### config.mk
export PLATFORM = sky130hd
export DESIGN_NAME = rx_addr_filter
export DESIGN_NICKNAME = d
export VERILOG_FILES = /design/src/rtl/raf_pkg.sv /design/src/rtl/raf_ctrl.sv /design/src/rtl/raf_datapath.sv /design/src/rtl/rx_addr_filter.sv
export SDC_FILE = /design/constraint.sdc
export NUM_CORES = 1
export LEC_CHECK = 0
export ABC_CLOCK_PERIOD_IN_PS = 3300
export BUFFER_PORTS_ARGS = -buffer_cell sky130_fd_sc_hd__clkbuf_2
export CORE_ASPECT_RATIO = 0.8
export CORE_MARGIN = 4
export CORE_UTILIZATION = 61
export CTS_CLUSTER_SIZE = 40
export DETAILED_ROUTE_END_ITERATION = 16
export GPL_ROUTABILITY_DRIVEN = 0
export PLACE_DENSITY = 0.8
export SETUP_SLACK_MARGIN = 0.02
export SYNTH_ARGS = -nofsm -noshare
export SYNTH_HDL_FRONTEND = slang
export SYNTH_HIERARCHICAL = 1
export SYNTH_SLANG_ARGS = --single-unit
### constraint.sdc
create_clock -name clk -period 3.3 [get_ports clk]
set_input_delay 0.165 -clock clk [delete_from_list [all_inputs] [get_ports clk]]
set_output_delay 0.165 -clock clk [all_outputs]
set_load 0.01 [all_outputs]
### src/rtl/raf_pkg.sv
package raf_pkg;
  localparam int BYTE_W     = 8;
  localparam int ADDR_BYTES = 6;
  localparam int ADDR_W     = ADDR_BYTES * BYTE_W;
  localparam int HIST_W     = ADDR_W - BYTE_W;
  localparam int CRC_W      = 32;
  localparam int HASH_IDX_W = 6;
  localparam int WORD_W     = 32;
  localparam int TABLE_W    = 2 * WORD_W;
  localparam int CNT_W      = $clog2(ADDR_BYTES + 1);
  localparam logic [CRC_W-1:0] CRC_POLY = 32'hEDB88320;

  typedef struct packed {
    logic startFrame;
    logic takeByte;
    logic lastByte;
  } strobe_t;

  function automatic logic [CRC_W-1:0] crcByte(input logic [CRC_W-1:0] crcIn,
                                               input logic [BYTE_W-1:0] b);
    logic [CRC_W-1:0] c;
    c = crcIn;
    for (int i = 0; i < BYTE_W; i++) begin
      c = (c >> 1) ^ ((c[0] ^ b[i]) ? CRC_POLY : '0);
    end
    return c;
  endfunction
endpackage

### src/rtl/raf_ctrl.sv
module raf_ctrl
  import raf_pkg::*;
(
  input  logic    clk,
  input  logic    rstN,
  input  logic    byteValid,
  input  logic    sofStrobe,
  output strobe_t strobes
);
  logic [CNT_W-1:0] byteCount;
  logic [CNT_W-1:0] countNext;
  logic             midFrame;

  assign midFrame  = (byteCount != '0) && (byteCount < CNT_W'(ADDR_BYTES));
  assign countNext = sofStrobe ? CNT_W'(1) : byteCount + 1'b1;

  always_comb begin
    strobes.startFrame = byteValid && sofStrobe;
    strobes.takeByte   = byteValid && (sofStrobe || midFrame);
    strobes.lastByte   = strobes.takeByte && (countNext == CNT_W'(ADDR_BYTES));
  end

  always_ff @(posedge clk) begin
    if (!rstN) begin
      byteCount <= '0;
    end else if (strobes.takeByte) begin
      byteCount <= countNext;
    end
  end

  // no byte is taken without a valid strobe on the input
  assert_idle_no_take_R9: assert property (@(posedge clk) disable iff (!rstN)
    !byteValid |-> !strobes.takeByte);

  // start and completion of the address never coincide
  assert_start_last_excl_R9: assert property (@(posedge clk) disable iff (!rstN)
    $onehot0({strobes.startFrame, strobes.lastByte}));

  // once the sixth byte is taken, the next byte is taken only with a new frame start
  assert_extra_ignored_R9: assert property (@(posedge clk) disable iff (!rstN)
    strobes.lastByte |=> (strobes.takeByte == strobes.startFrame));
endmodule

### src/rtl/raf_datapath.sv
module raf_datapath
  import raf_pkg::*;
(
  input  logic                 clk,
  input  logic                 rstN,
  input  strobe_t              strobes,
  input  logic [BYTE_W-1:0]    byteData,
  input  logic                 modeRecvAll,
  input  logic                 modeAllMulti,
  input  logic                 modeHashEn,
  input  logic                 modeBcastEn,
  input  logic                 regWrEn,
  input  logic [1:0]           regSel,
  input  logic [WORD_W-1:0]    regWrData,
  output logic                 decisionValid,
  output logic                 accept,
  output logic                 isMulticast,
  output logic                 isBroadcast
);
  logic [15:0]           stationHi;
  logic [WORD_W-1:0]     stationLo;
  logic [WORD_W-1:0]     hashLo;
  logic [WORD_W-1:0]     hashHi;
  logic [HIST_W-1:0]     addrHist;
  logic [CRC_W-1:0]      crcReg;

  logic [CRC_W-1:0]      crcBase;
  logic [CRC_W-1:0]      crcNext;
  logic [ADDR_W-1:0]     fullAddr;
  logic [TABLE_W-1:0]    hashTable;
  logic [HASH_IDX_W-1:0] hashIdx;
  logic                  hashBit;
  logic                  groupBit;
  logic                  bcastHit;
  logic                  mcastHit;
  logic                  stationHit;
  logic                  acceptNext;

  // register port
  always_ff @(posedge clk) begin
    if (!rstN) begin
      stationHi <= '0;
      stationLo <= '0;
      hashLo    <= '0;
      hashHi    <= '0;
    end else if (regWrEn) begin
      case (regSel)
        2'd0:    stationHi <= regWrData[15:0];
        2'd1:    stationLo <= regWrData;
        2'd2:    hashLo    <= regWrData;
        default: hashHi    <= regWrData;
      endcase
    end
  end

  // byte-serial CRC and address history
  assign crcBase = strobes.startFrame ? '1 : crcReg;
  assign crcNext = crcByte(crcBase, byteData);

  always_ff @(posedge clk) begin
    if (!rstN) begin
      crcReg   <= '1;
      addrHist <= '0;
    end else if (strobes.takeByte) begin
      crcReg   <= crcNext;
      addrHist <= {addrHist[HIST_W-BYTE_W-1:0], byteData};
    end
  end

  // decision for the completed address
  assign fullAddr   = {addrHist, byteData};
  assign hashTable  = {hashHi, hashLo};
  assign hashIdx    = crcNext[CRC_W-1 -: HASH_IDX_W];
  assign hashBit    = hashTable[hashIdx];
  assign groupBit   = fullAddr[ADDR_W-BYTE_W];
  assign bcastHit   = &fullAddr;
  assign mcastHit   = groupBit && !bcastHit;
  assign stationHit = (fullAddr == {stationHi, stationLo});
  assign acceptNext = modeRecvAll
                   || (bcastHit && modeBcastEn)
                   || stationHit
                   || (mcastHit && (modeAllMulti || (modeHashEn && hashBit)));

  always_ff @(posedge clk) begin
    if (!rstN) begin
      decisionValid <= 1'b0;
      accept        <= 1'b0;
      isMulticast   <= 1'b0;
      isBroadcast   <= 1'b0;
    end else if (strobes.lastByte) begin
      decisionValid <= 1'b1;
      accept        <= acceptNext;
      isMulticast   <= mcastHit;
      isBroadcast   <= bcastHit;
    end else if (strobes.startFrame) begin
      decisionValid <= 1'b0;
      accept        <= 1'b0;
      isMulticast   <= 1'b0;
      isBroadcast   <= 1'b0;
    end
  end

  assert_hold_R9: assert property (@(posedge clk) disable iff (!rstN)
    decisionValid && !strobes.startFrame |=>
      decisionValid && $stable(accept) && $stable(isMulticast) && $stable(isBroadcast));

  assert_clear_on_start_R9: assert property (@(posedge clk) disable iff (!rstN)
    strobes.startFrame |=> !decisionValid);

  assert_recv_all_R4: assert property (@(posedge clk) disable iff (!rstN)
    strobes.lastByte && modeRecvAll |=> accept && decisionValid);

  assert_all_multi_R5: assert property (@(posedge clk) disable iff (!rstN)
    $rose(decisionValid) && isMulticast && $past(modeAllMulti) |-> accept);

  assert_flags_excl_R7: assert property (@(posedge clk) disable iff (!rstN)
    !(isMulticast && isBroadcast));

  assert_bcast_reject_R7: assert property (@(posedge clk) disable iff (!rstN)
    $rose(decisionValid) && isBroadcast && !$past(modeBcastEn) && !$past(modeRecvAll)
      && ($past(stationHi) != 16'hFFFF) |-> !accept);
endmodule

### src/rtl/rx_addr_filter.sv
module rx_addr_filter
  import raf_pkg::*;
(
  input  logic              clk,
  input  logic              rstN,
  input  logic              byteValid,
  input  logic              sofStrobe,
  input  logic [7:0]        byteData,
  input  logic              modeRecvAll,
  input  logic              modeAllMulti,
  input  logic              modeHashEn,
  input  logic              modeBcastEn,
  input  logic              regWrEn,
  input  logic [1:0]        regSel,
  input  logic [31:0]       regWrData,
  output logic              decisionValid,
  output logic              accept,
  output logic              isMulticast,
  output logic              isBroadcast
);
  strobe_t strobes;

  raf_ctrl u_ctrl (
    .clk       (clk),
    .rstN      (rstN),
    .byteValid (byteValid),
    .sofStrobe (sofStrobe),
    .strobes   (strobes)
  );

  raf_datapath u_dp (
    .clk           (clk),
    .rstN          (rstN),
    .strobes       (strobes),
    .byteData      (byteData),
    .modeRecvAll   (modeRecvAll),
    .modeAllMulti  (modeAllMulti),
    .modeHashEn    (modeHashEn),
    .modeBcastEn   (modeBcastEn),
    .regWrEn       (regWrEn),
    .regSel        (regSel),
    .regWrData     (regWrData),
    .decisionValid (decisionValid),
    .accept        (accept),
    .isMulticast   (isMulticast),
    .isBroadcast   (isBroadcast)
  );
endmodule

==> metrics.cfg, run 1 <==
[synth]
synth_cell_types = 60
yosysSeqAreaShare = 0.401
synth_compound_area_frac = 0.130
syn_inst = 1088
netlist_area_um2 = 9530
synth_xor_area_frac = 0.139
synth-simple-area-share = 0.203
synth_flop_cell = dfxtp_1
synth_fa_ha_area_frac = 0.00263
yosysWarningCount = 6
syn_nets = 1141
async_flop_share = 0
avgSynthCellArea_um2 = 8.75
synth_edf_count = 0
synth_top_family_by_area = simple AND/OR/NAND/NOR gates
synth-seq-cells = 191
synthMuxAreaShare = 0.0901

[place]
dp_hpwl_um = 17400
port-buffer-count = 54
post-place-ws_ps = 144

[run]
drv_cap = 0

[cells_and_area]
final_cell_mix = 292 x nand2_1, 191 x dfxtp_1, 114 x xnor2_1
nets = 1175
antenna-diode-count = 0
fin_util = 0.707
drive_above_1_share = 0.130
area_delta_synth_final_pct = 12.6
nFillCells = 1161
final_common_cell = nand2_1

[global_routing]
grt-ovfl-total = 0
grt_usage = 0.288
antenna_found_initial = 0
grt_max_degree = 141
grt_pass1_wl_um = 39900
grt_pass1_vias = 7276

[setup_path]
arrival_ps = 3400
startpoint_type = flop
cp-end-kind = flop
critPathKind = reg2reg
critPathRequiredTime_ps = 3620
crit_fanout = 7

[timing]
slew_viol_final = 0
fin_worst_skew_ps = 7.62
tns_ps = 0
slew_headroom = 0.260
fmax_ghz = 0.324
finalCriticalPeriod_ps = 3080
setup_violations = 0
timing.final.ws_setup_ps = 215
worstMarginPinSlew_ps = 1110
fin_crit_sh = 0.935
hold_violations = 0
rsz0062_at_grt = no

[floorplanning]
die_x_um = 148
fp.dieH_um = 120
rows = 40
die-area_um2 = 17700
pin_count = 55
core_um2 = 15200
start_util = 0.628

[route]
wl_per_cell_um = 18.7
ant_nets = 0
drcViolationCount = 0
routed_wl_um = 25100
vias = 7749
drt-initial-drc-count = 809
avgViaCountPerCell = 5.76
detail_route.first_pass.iterations = 5

[cts]
clkTransAtPathRegs_ps = 70
htreeDepth = 4
cts_sinks = 191
cts_tree = built
cts_setup_buffers = 0
cts_inserted_buffers = 17
clk_latency_ps = 440
cts-root-buf = clkbuf_16
cts_buffer_depth = 2

[status]
outcome = finished clean

[power]
power.density_nw_per_um2 = 652
finalPower_mw = 6.99
ir_drop_uv = 435
power_leakage_nw = 3.86

[min_path]
hp-class = in2reg

## critical path: stages (launching register included)
cell and delay, ps:
dfxtp_1 480, xnor2_1 160, nor2_1 110, xnor2_4 340
xnor3_2 530, buf_4 210, mux4_2 440, mux2i_1 140
o21ai_0 100, nor4b_1 350, o41ai_2 100
## power by group
group          switching [mW]  internal (mW)  total [mW]
combinational            1.14           1.05        2.20
clock                   0.912           1.32        2.23
sequential              0.119           2.45        2.57
total                    2.17           4.82        6.99
## routing by layer
layer / track usage / up-vias / routed length (um)
met2: 0.431 / 305 / 11200
met1: 0.412 / 3706 / 11200
met5: 0 / - / 0
li1: - / 3698 / -
met4: 0.101 / 0 / 518
met3: 0.0649 / 40 / 2290
## final timing paths
path	startpoint	end	slack (ps)	depth (start not counted)
max	u_dp/crcReg[4]	u_dp/accept	220	10
min reg2reg	u_dp/hashHi[17]	u_dp/hashHi[17]	470	2
min	regWrData[28]	u_dp/hashHi[28]	20	3
max reg2reg	u_dp/crcReg[4]	u_dp/accept	220	10
## per-stage QoR
stage / instances / hold WS (ps) / area, um2
floorplan: 1088 / 295 / 9530
global placement: 1310 / 442 / 10000
detailed placement: 1310 / 443 / 10000
CTS: 1345 / 2.07 / 10700
global route: 1345 / 2.68 / 10700
finish: 1345 / 15.9 / 10700
## synth_stat cells (all sizes together), types with 4 or more instances
cell type  count  area (um2)
nand2        292        1100
nor2          40         160
a21oi          6        30.0
clkbuf        58         218
nor4           8        50.1
a21boi       112         841
nor2b         45         282
inv            4        15.0
and3           4        25.0
mux4          14         334
xor2          14         141
nand3          8        40.0
nand4         24         150
buf           17        91.3
dfxtp        191        3820
xnor3          5         114
nor3           4        20.0
o21ai         34         170
xnor2        118        1070
mux2i         49         490
## registers in the layout, summed over array words and instances (netlist names)
name	count
u_dp/decisionValid	1
u_dp/hashHi	32
u_dp/crcReg	32
u_dp/isMulticast	1
u_dp/stationHi	16
u_dp/addrHist	40
u_dp/accept	1
u_dp/stationLo	32
u_dp/hashLo	32
u_ctrl/byteCount	3
u_dp/isBroadcast	1
## area by class of cell
class	count	area [um2]	share of cell area
inverters	4	15.0	0.00140
flip-flops and latches	191	3820	0.356
clock buffers	20	457	0.0426
repair buffers	90	576	0.0537
well taps	210	263	0.0245
multi-input cells	818	5410	0.504
clock inverters	12	181	0.0169
## cell families after synthesis
group | Yosys count
flip-flops | 191
multiplexers | 66
AND/OR/NAND/NOR | 440
XOR/XNOR | 137
adder cells (fa/ha/maj) | 2
buffers and inverters | 79
AO/OA/AOI/OAI | 173
## what timing repair did
item	CTS	global route
hold endpoints to repair	9	0
gates resized for setup	0	1
endpoints found under the setup margin	0	1
hold buffers	3	0
Note: power is estimated with default switching activity, not from simulation.
==> inputs of run 2 (changes only) <==
--- a/config.mk
+++ b/config.mk
@@ -7,13 +7,15 @@
 export LEC_CHECK = 0
 export ABC_CLOCK_PERIOD_IN_PS = 3300
 export BUFFER_PORTS_ARGS = -buffer_cell sky130_fd_sc_hd__clkbuf_2
+export CELL_PAD_IN_SITES_DETAIL_PLACEMENT = 0
+export CELL_PAD_IN_SITES_GLOBAL_PLACEMENT = 1
 export CORE_ASPECT_RATIO = 0.8
 export CORE_MARGIN = 4
-export CORE_UTILIZATION = 61
+export CORE_UTILIZATION = 47
 export CTS_CLUSTER_SIZE = 40
 export DETAILED_ROUTE_END_ITERATION = 16
 export GPL_ROUTABILITY_DRIVEN = 0
-export PLACE_DENSITY = 0.8
+export PLACE_DENSITY_LB_ADDON = 0.1
 export SETUP_SLACK_MARGIN = 0.02
 export SYNTH_ARGS = -nofsm -noshare
 export SYNTH_HDL_FRONTEND = slang
==> run 2 against run 1 <==
  * Critical path depth is the same
  * Critical path type unchanged
  * Wire length grew 7.5%
  * Combinational power is essentially flat
  * Sequential power is essentially flat
  * Non-clock buffer count grew 5
  * Design area grew 0.78%
  * Largest cell class unchanged
==> metrics.cfg, run 2 (synthesis results as in run 1) <==
[cts]
cts_buffer_depth = 2  ; unchanged
htreeDepth = 4  ; unchanged
cts_tree = built
clk_latency_ps = 430  ; about the same
cts_setup_buffers = 0  ; unchanged
cts-root-buf = clkbuf_16
clkTransAtPathRegs_ps = 80  ; about the same
cts_inserted_buffers = 17  ; unchanged
cts_sinks = 191  ; unchanged

[timing]
slew_viol_final = 0  ; unchanged
worstMarginPinSlew_ps = 690  ; -415 ps
slew_headroom = 0.540  ; +0.280
hold_violations = 0  ; unchanged
fmax_ghz = 0.330  ; +1.6%
finalCriticalPeriod_ps = 3030  ; -49.7 ps
timing.hold.ws_ps = 7.79  ; -8.15 ps
fin_crit_sh = 0.920  ; -0.0151
tns_ps = 0  ; unchanged
rsz0062_at_grt = no
setup_violations = 0  ; unchanged
fin_worst_skew_ps = 12.6  ; +4.97 ps

[setup_path]
crit_fanout = 10  ; +3
critPathKind = reg2reg
critPathRequiredTime_ps = 3620  ; about the same
cp-end-kind = flop
startpoint_type = flop
arrival_ps = 3350  ; -50 ps

[place]
place_inst = 1370  ; +4.6%
dp_hpwl_um = 19400  ; +11%
port-buffer-count = 54  ; unchanged

[route]
drt-initial-drc-count = 641  ; -21%
drcViolationCount = 0  ; unchanged
avgViaCountPerCell = 5.31  ; -7.8%
routed_wl_um = 27000  ; +7.5%
ant_nets = 0  ; unchanged
wl_per_cell_um = 19.3  ; +3.1%
vias = 7452  ; -3.8%
detail_route.first_pass.iterations = 4  ; -1

[floorplanning]
pin_count = 55  ; unchanged
fp.dieH_um = 135  ; +13%
core_um2 = 19900  ; +31%
die_x_um = 167  ; +13%
start_util = 0.480  ; -0.148
die-area_um2 = 22600  ; +28%
rows = 46  ; +15%

[global_routing]
grt_pass1_vias = 7016  ; -3.6%
grt_max_degree = 150  ; +6.4%
grt_pass1_wl_um = 42000  ; +5.3%
grt-ovfl-total = 0  ; unchanged
grt_usage = 0.241  ; -0.0476
antenna_found_initial = 0  ; unchanged

[cells_and_area]
nFillCells = 1870  ; +61%
fin_cells = 1403  ; +4.3%
area_delta_synth_final_pct = 13.5
final_cell_mix = 292 x nand2_1, 191 x dfxtp_1, 113 x xnor2_1
top_register = u_dp/addrHist
nets = 1180  ; +0.43%
drive_above_1_share = 0.136  ; +0.00569
final_common_cell = nand2_1
antenna-diode-count = 0  ; unchanged
largest_reg_flops = 40  ; unchanged

[power]
ir_drop_uv = 308  ; -29%
finalPower_mw = 6.92  ; -1.1%
power.density_nw_per_um2 = 640  ; -1.9%
power_leakage_nw = 3.87  ; +0.31%

[status]
outcome = finished clean

[run]
drv_cap = 0  ; unchanged

[min_path]
hp-class = in2reg

-- run 2: changes by cell type in the layout (fill, tap and decap cells not counted), sizes merged --
cell,before,now
buf,34,40
bufinv,4,2
clkbuf,73,71
clkinv,5,4
clkinvlp,0,1
dlygate4sd3,3,2
inv,7,10
-- run 2: final cells by class --
| cell class | count | area, um2 | area share |
|---|---|---|---|
| Multi-Input combinational cell | 818 | 5420 | 0.501 |
| Clock inverter | 13 | 173 | 0.0160 |
| Timing Repair Buffer | 95 | 611 | 0.0565 |
| Tap cell | 264 | 330 | 0.0306 |
| Inverter | 4 | 15.0 | 0.00139 |
| Sequential cell | 191 | 3820 | 0.354 |
| Clock buffer | 18 | 439 | 0.0406 |
-- run 2: path summary, 6_finish.rpt --
check                                     from            endpoint  slack (ps)  cells after the start
worst min-delay path             regWrData[24]  u_dp/stationLo[24]           8                      3
worst max register to register  u_dp/crcReg[6]         u_dp/accept         270                     10
worst min register to register  u_dp/hashHi[8]      u_dp/hashHi[8]         470                      2
worst max-delay path            u_dp/crcReg[6]         u_dp/accept         270                     10
-- run 2: repair_timing --
action | CTS | global route
hold buffers | 2 | 0
gates resized for setup | 0 | 2
setup endpoints to repair | 0 | 1
endpoints found under the hold margin | 2 | 0
-- run 2: metrics by stage --
| step | cell area (um2) | utilization | setup slack, ps |
|---|---|---|---|
| floorplan | 9530 | - | 377 |
| global placement | 10200 | 0.512 | 128 |
| detailed placement | 10200 | 0.512 | 78.1 |
| CTS | 10800 | 0.543 | 186 |
| global route | 10800 | 0.544 | 41.4 |
| finish | 10800 | 0.544 | 265 |
-- run 2: critical path: stages, from the launching register on --
cell and delay [ps]:
dfxtp_1 430, xnor2_1 180, nor2_2 70, xnor3_1 390
xnor3_2 400, buf_4 260, mux4_2 520, mux2i_1 130
o21ai_0 80, nor4b_1 350, o41ai_2 100
-- run 2: where the power goes --
part           switching [mW]  internal, mW
Combinational            1.12          1.06
Clock                    1.00          1.17
Sequential              0.118          2.45
Total                    2.24          4.68
-- run 2: routing by layer --
metal | vias up | GRT usage | part of all wire
met5 | - | 0 | 0
met4 | 0 | 0.0509 | 0.012
met3 | 19 | 0.0709 | 0.070
met2 | 200 | 0.340 | 0.41
met1 | 3534 | 0.364 | 0.51
li1 | 3699 | - | -
==> inputs of run 3 (changes only) <==
--- a/config.mk
+++ b/config.mk
@@ -5,13 +5,14 @@
 export SDC_FILE = /design/constraint.sdc
 export NUM_CORES = 1
 export LEC_CHECK = 0
-export ABC_CLOCK_PERIOD_IN_PS = 3300
-export BUFFER_PORTS_ARGS = -buffer_cell sky130_fd_sc_hd__clkbuf_2
+export ABC_CLOCK_PERIOD_IN_PS = 3450
+export BUFFER_PORTS_ARGS = -buffer_cell sky130_fd_sc_hd__buf_4
 export CELL_PAD_IN_SITES_DETAIL_PLACEMENT = 0
 export CELL_PAD_IN_SITES_GLOBAL_PLACEMENT = 1
 export CORE_ASPECT_RATIO = 0.8
 export CORE_MARGIN = 4
-export CORE_UTILIZATION = 47
+export CORE_UTILIZATION = 49
+export CTS_BUF_LIST = sky130_fd_sc_hd__clkbuf_4
 export CTS_CLUSTER_SIZE = 40
 export DETAILED_ROUTE_END_ITERATION = 16
 export GPL_ROUTABILITY_DRIVEN = 0
==> constraint.sdc (replaced) <==
create_clock -name clk -period 3.45 [get_ports clk]
set_input_delay 0.1725 -clock clk [delete_from_list [all_inputs] [get_ports clk]]
set_output_delay 0.1725 -clock clk [all_outputs]
set_load 0.01 [all_outputs]
==> run 3 against run 2 <==
  * Sequential cell count stayed put
  * Clock power shrank 38%
  * Core utilization increased by 3.3 points
  * Non-clock buffer count up 37
  * Sequential power down 4%
  * Global-route usage increased by 0.87 points
  * Via count up 2.4%
  * Register-to-register slack got worse by 20 ps
  * Largest cell class unchanged
  * Highest routed layer unchanged
==> metrics.cfg, run 3 (synthesis results as in run 1) <==
[cells_and_area]
area_delta_synth_final_pct = 15.5
nFillCells = 1810  ; -3.2%
final_cell_mix = 292 x nand2_1, 191 x dfxtp_1, 114 x xnor2_1
fin_util = 0.578  ; +0.0335
drive_above_1_share = 0.125  ; -0.0112
final_common_cell = nand2_1
fin_cells = 1436  ; +2.4%
nets = 1217  ; +3.1%
layout.cell_area.non_filler_um2 = 11000  ; +1.7%
largest_reg_flops = 40  ; unchanged
multi_input_area_um2 = 5400  ; -0.35%
regArea_um2 = 3820  ; unchanged
top_register = u_dp/addrHist

[timing]
timing.final.ws_setup_ps = 165  ; -100 ps
rsz0062_at_grt = no
worstMarginPinSlew_ps = 800  ; +110 ps
fin_crit_sh = 0.952
tns_ps = 0  ; unchanged
hold_violations = 0  ; unchanged
slew_headroom = 0.466  ; -0.0736
finalCriticalPeriod_ps = 3280
setup_violations = 0  ; unchanged
fin_worst_skew_ps = 21.4  ; +8.76 ps
fmax_ghz = 0.304
slew_viol_final = 0  ; unchanged

[route]
avgViaCountPerCell = 5.31  ; about the same
wl_per_cell_um = 18.8  ; -2.2%
ant_nets = 0  ; unchanged
drcViolationCount = 0  ; unchanged
vias = 7628  ; +2.4%
detail_route.first_pass.iterations = 5  ; +1
routed_wl_um = 27100  ; +0.11%
drt-initial-drc-count = 655  ; +2.2%

[cts]
cts-root-buf = clkbuf_4
clkTransAtPathRegs_ps = 170  ; +90 ps
clk_latency_ps = 600  ; +170 ps
cts_sinks = 191  ; unchanged
cts_buffer_depth = 2  ; unchanged
cts_inserted_buffers = 17  ; unchanged
htreeDepth = 4  ; unchanged
cts_tree = built

[setup_path]
slowest_delay_ps = 550  ; +30 ps
arrival_ps = 3790  ; +440 ps
critPathTopFamily = XOR/XNOR gates
critPathKind = in2reg
cp-end-kind = flop
crit_fanout = 10  ; unchanged
crit_slowest_cell = dlygate4sd3_1
crit_buf_inv = 3  ; +2
startpoint_type = input pin
path_cells = dlygate4sd3_1, buf_4, and2_1, buf_4, nor2_1, xnor2_2, xnor3_2, mux4_2, a2111o_1, o22ai_1, a211o_1, o41ai_2
critPathRequiredTime_ps = 3950  ; +330 ps
cp_common_cell = buf_4

[power]
seqPwrFrac = 0.418  ; +0.047
power.density_nw_per_um2 = 536  ; -16%
p_int_mw = 3.85  ; -18%
combPwrFrac = 0.354  ; +0.039
p_clk_frac = 0.228  ; -0.086
ir_drop_uv = 331  ; +7.7%
netSwitchingFraction = 0.347  ; +0.0236
power.switching_mw = 2.05  ; -8.5%
power_leakage_nw = 3.92  ; +1.1%

[global_routing]
antenna_found_initial = 1  ; +1
grt_pass1_wl_um = 41500  ; -1.2%
grt_pass1_vias = 7010  ; -0.086%
grt_max_degree = 90  ; -40%
grt-ovfl-total = 0  ; unchanged
grt_usage = 0.250  ; +0.00871

[floorplanning]
fp.dieH_um = 133  ; -1.9%
rows = 45  ; -2.2%
die_x_um = 164  ; -2.0%
start_util = 0.501  ; +0.0208
pin_count = 55  ; unchanged
core_um2 = 19000  ; -4.2%
die-area_um2 = 21700  ; -3.9%

[place]
port-buffer-count = 54  ; unchanged
place_area_um2 = 10200  ; +0.52%
dp_hpwl_um = 19200  ; -0.76%
post-place-ws_ps = 123  ; +45.2 ps
place_inst = 1356  ; -1.0%

[min_path]
hp-class = in2reg

[status]
outcome = finished clean

[run]
drv_cap = 0  ; unchanged

==> run 3: cell count changes in the layout (fill, tap and decap cells not counted), sizes merged <==
cell | before | now
diode | 0 | 1
buf | 40 | 85
dlygate4sd3 | 2 | 47
clkbuf | 71 | 19
==> run 3: per-stage QoR <==
stage	hold slack [ps]	power (mW)
2_1_floorplan	302	4.04
3_3_place_gp	453	4.53
3_5_place_dp	456	4.55
4_1_cts	54.1	5.92
5_1_grt	51.9	6.21
6_report	95.6	5.90
==> run 3: repair_timing <==
action,CTS,global route
resized for setup,0,0
hold buffers,47,0
buffers inserted,0,0
hold endpoints to repair,128,0
==> run 3: worst register-to-register path, stage by stage, from the launching register on <==
cell,delay [ps]
dfxtp_1,470
xnor2_1,160
nor2_1,80
xnor2_2,450
xnor3_2,550
mux4_2,550
a2111o_1,440
o22ai_1,210
a211o_1,130
o41ai_2,70
==> run 3: power groups by stage <==
stage	Clock (mW)	Sequential, mW	Combinational, mW
final	1.35	2.46	2.09
after global routing	1.46	2.48	2.28
after CTS	1.37	2.46	2.09
after detailed placement	0	2.51	2.04
after global placement	0	2.51	2.03
after floorplan	0	2.46	1.58
==> run 3: final cells by class <==
type	instances	area share
clock inverter	13	0.0155
inverter	4	0.00137
antenna	1	0.000228
clock buffer	19	0.0130
tap	258	0.0294
multi-input combinational	818	0.491
sequential	191	0.348
timing repair buffer	132	0.102
==> run 3: path summary, 6_finish.rpt <==
kind / startpoint / end / slack, ps / cells past startpoint
worst max-delay path: byteValid / u_dp/accept / 170 / 12
worst min-delay path: regSel[1] / u_dp/stationHi[2] / 100 / 5
worst max register to register: u_dp/crcReg[4] / u_dp/accept / 250 / 9
worst min register to register: u_dp/hashLo[2] / u_dp/hashLo[2] / 470 / 2
==> run 3: per-layer routing <==
metal	part of all wire	up-vias	track usage
met3	0.057	21	0.0396
met1	0.50	3622	0.389
met4	0.012	0	0.0512
li1	-	3779	-
met2	0.43	206	0.364
met5	0	-	0
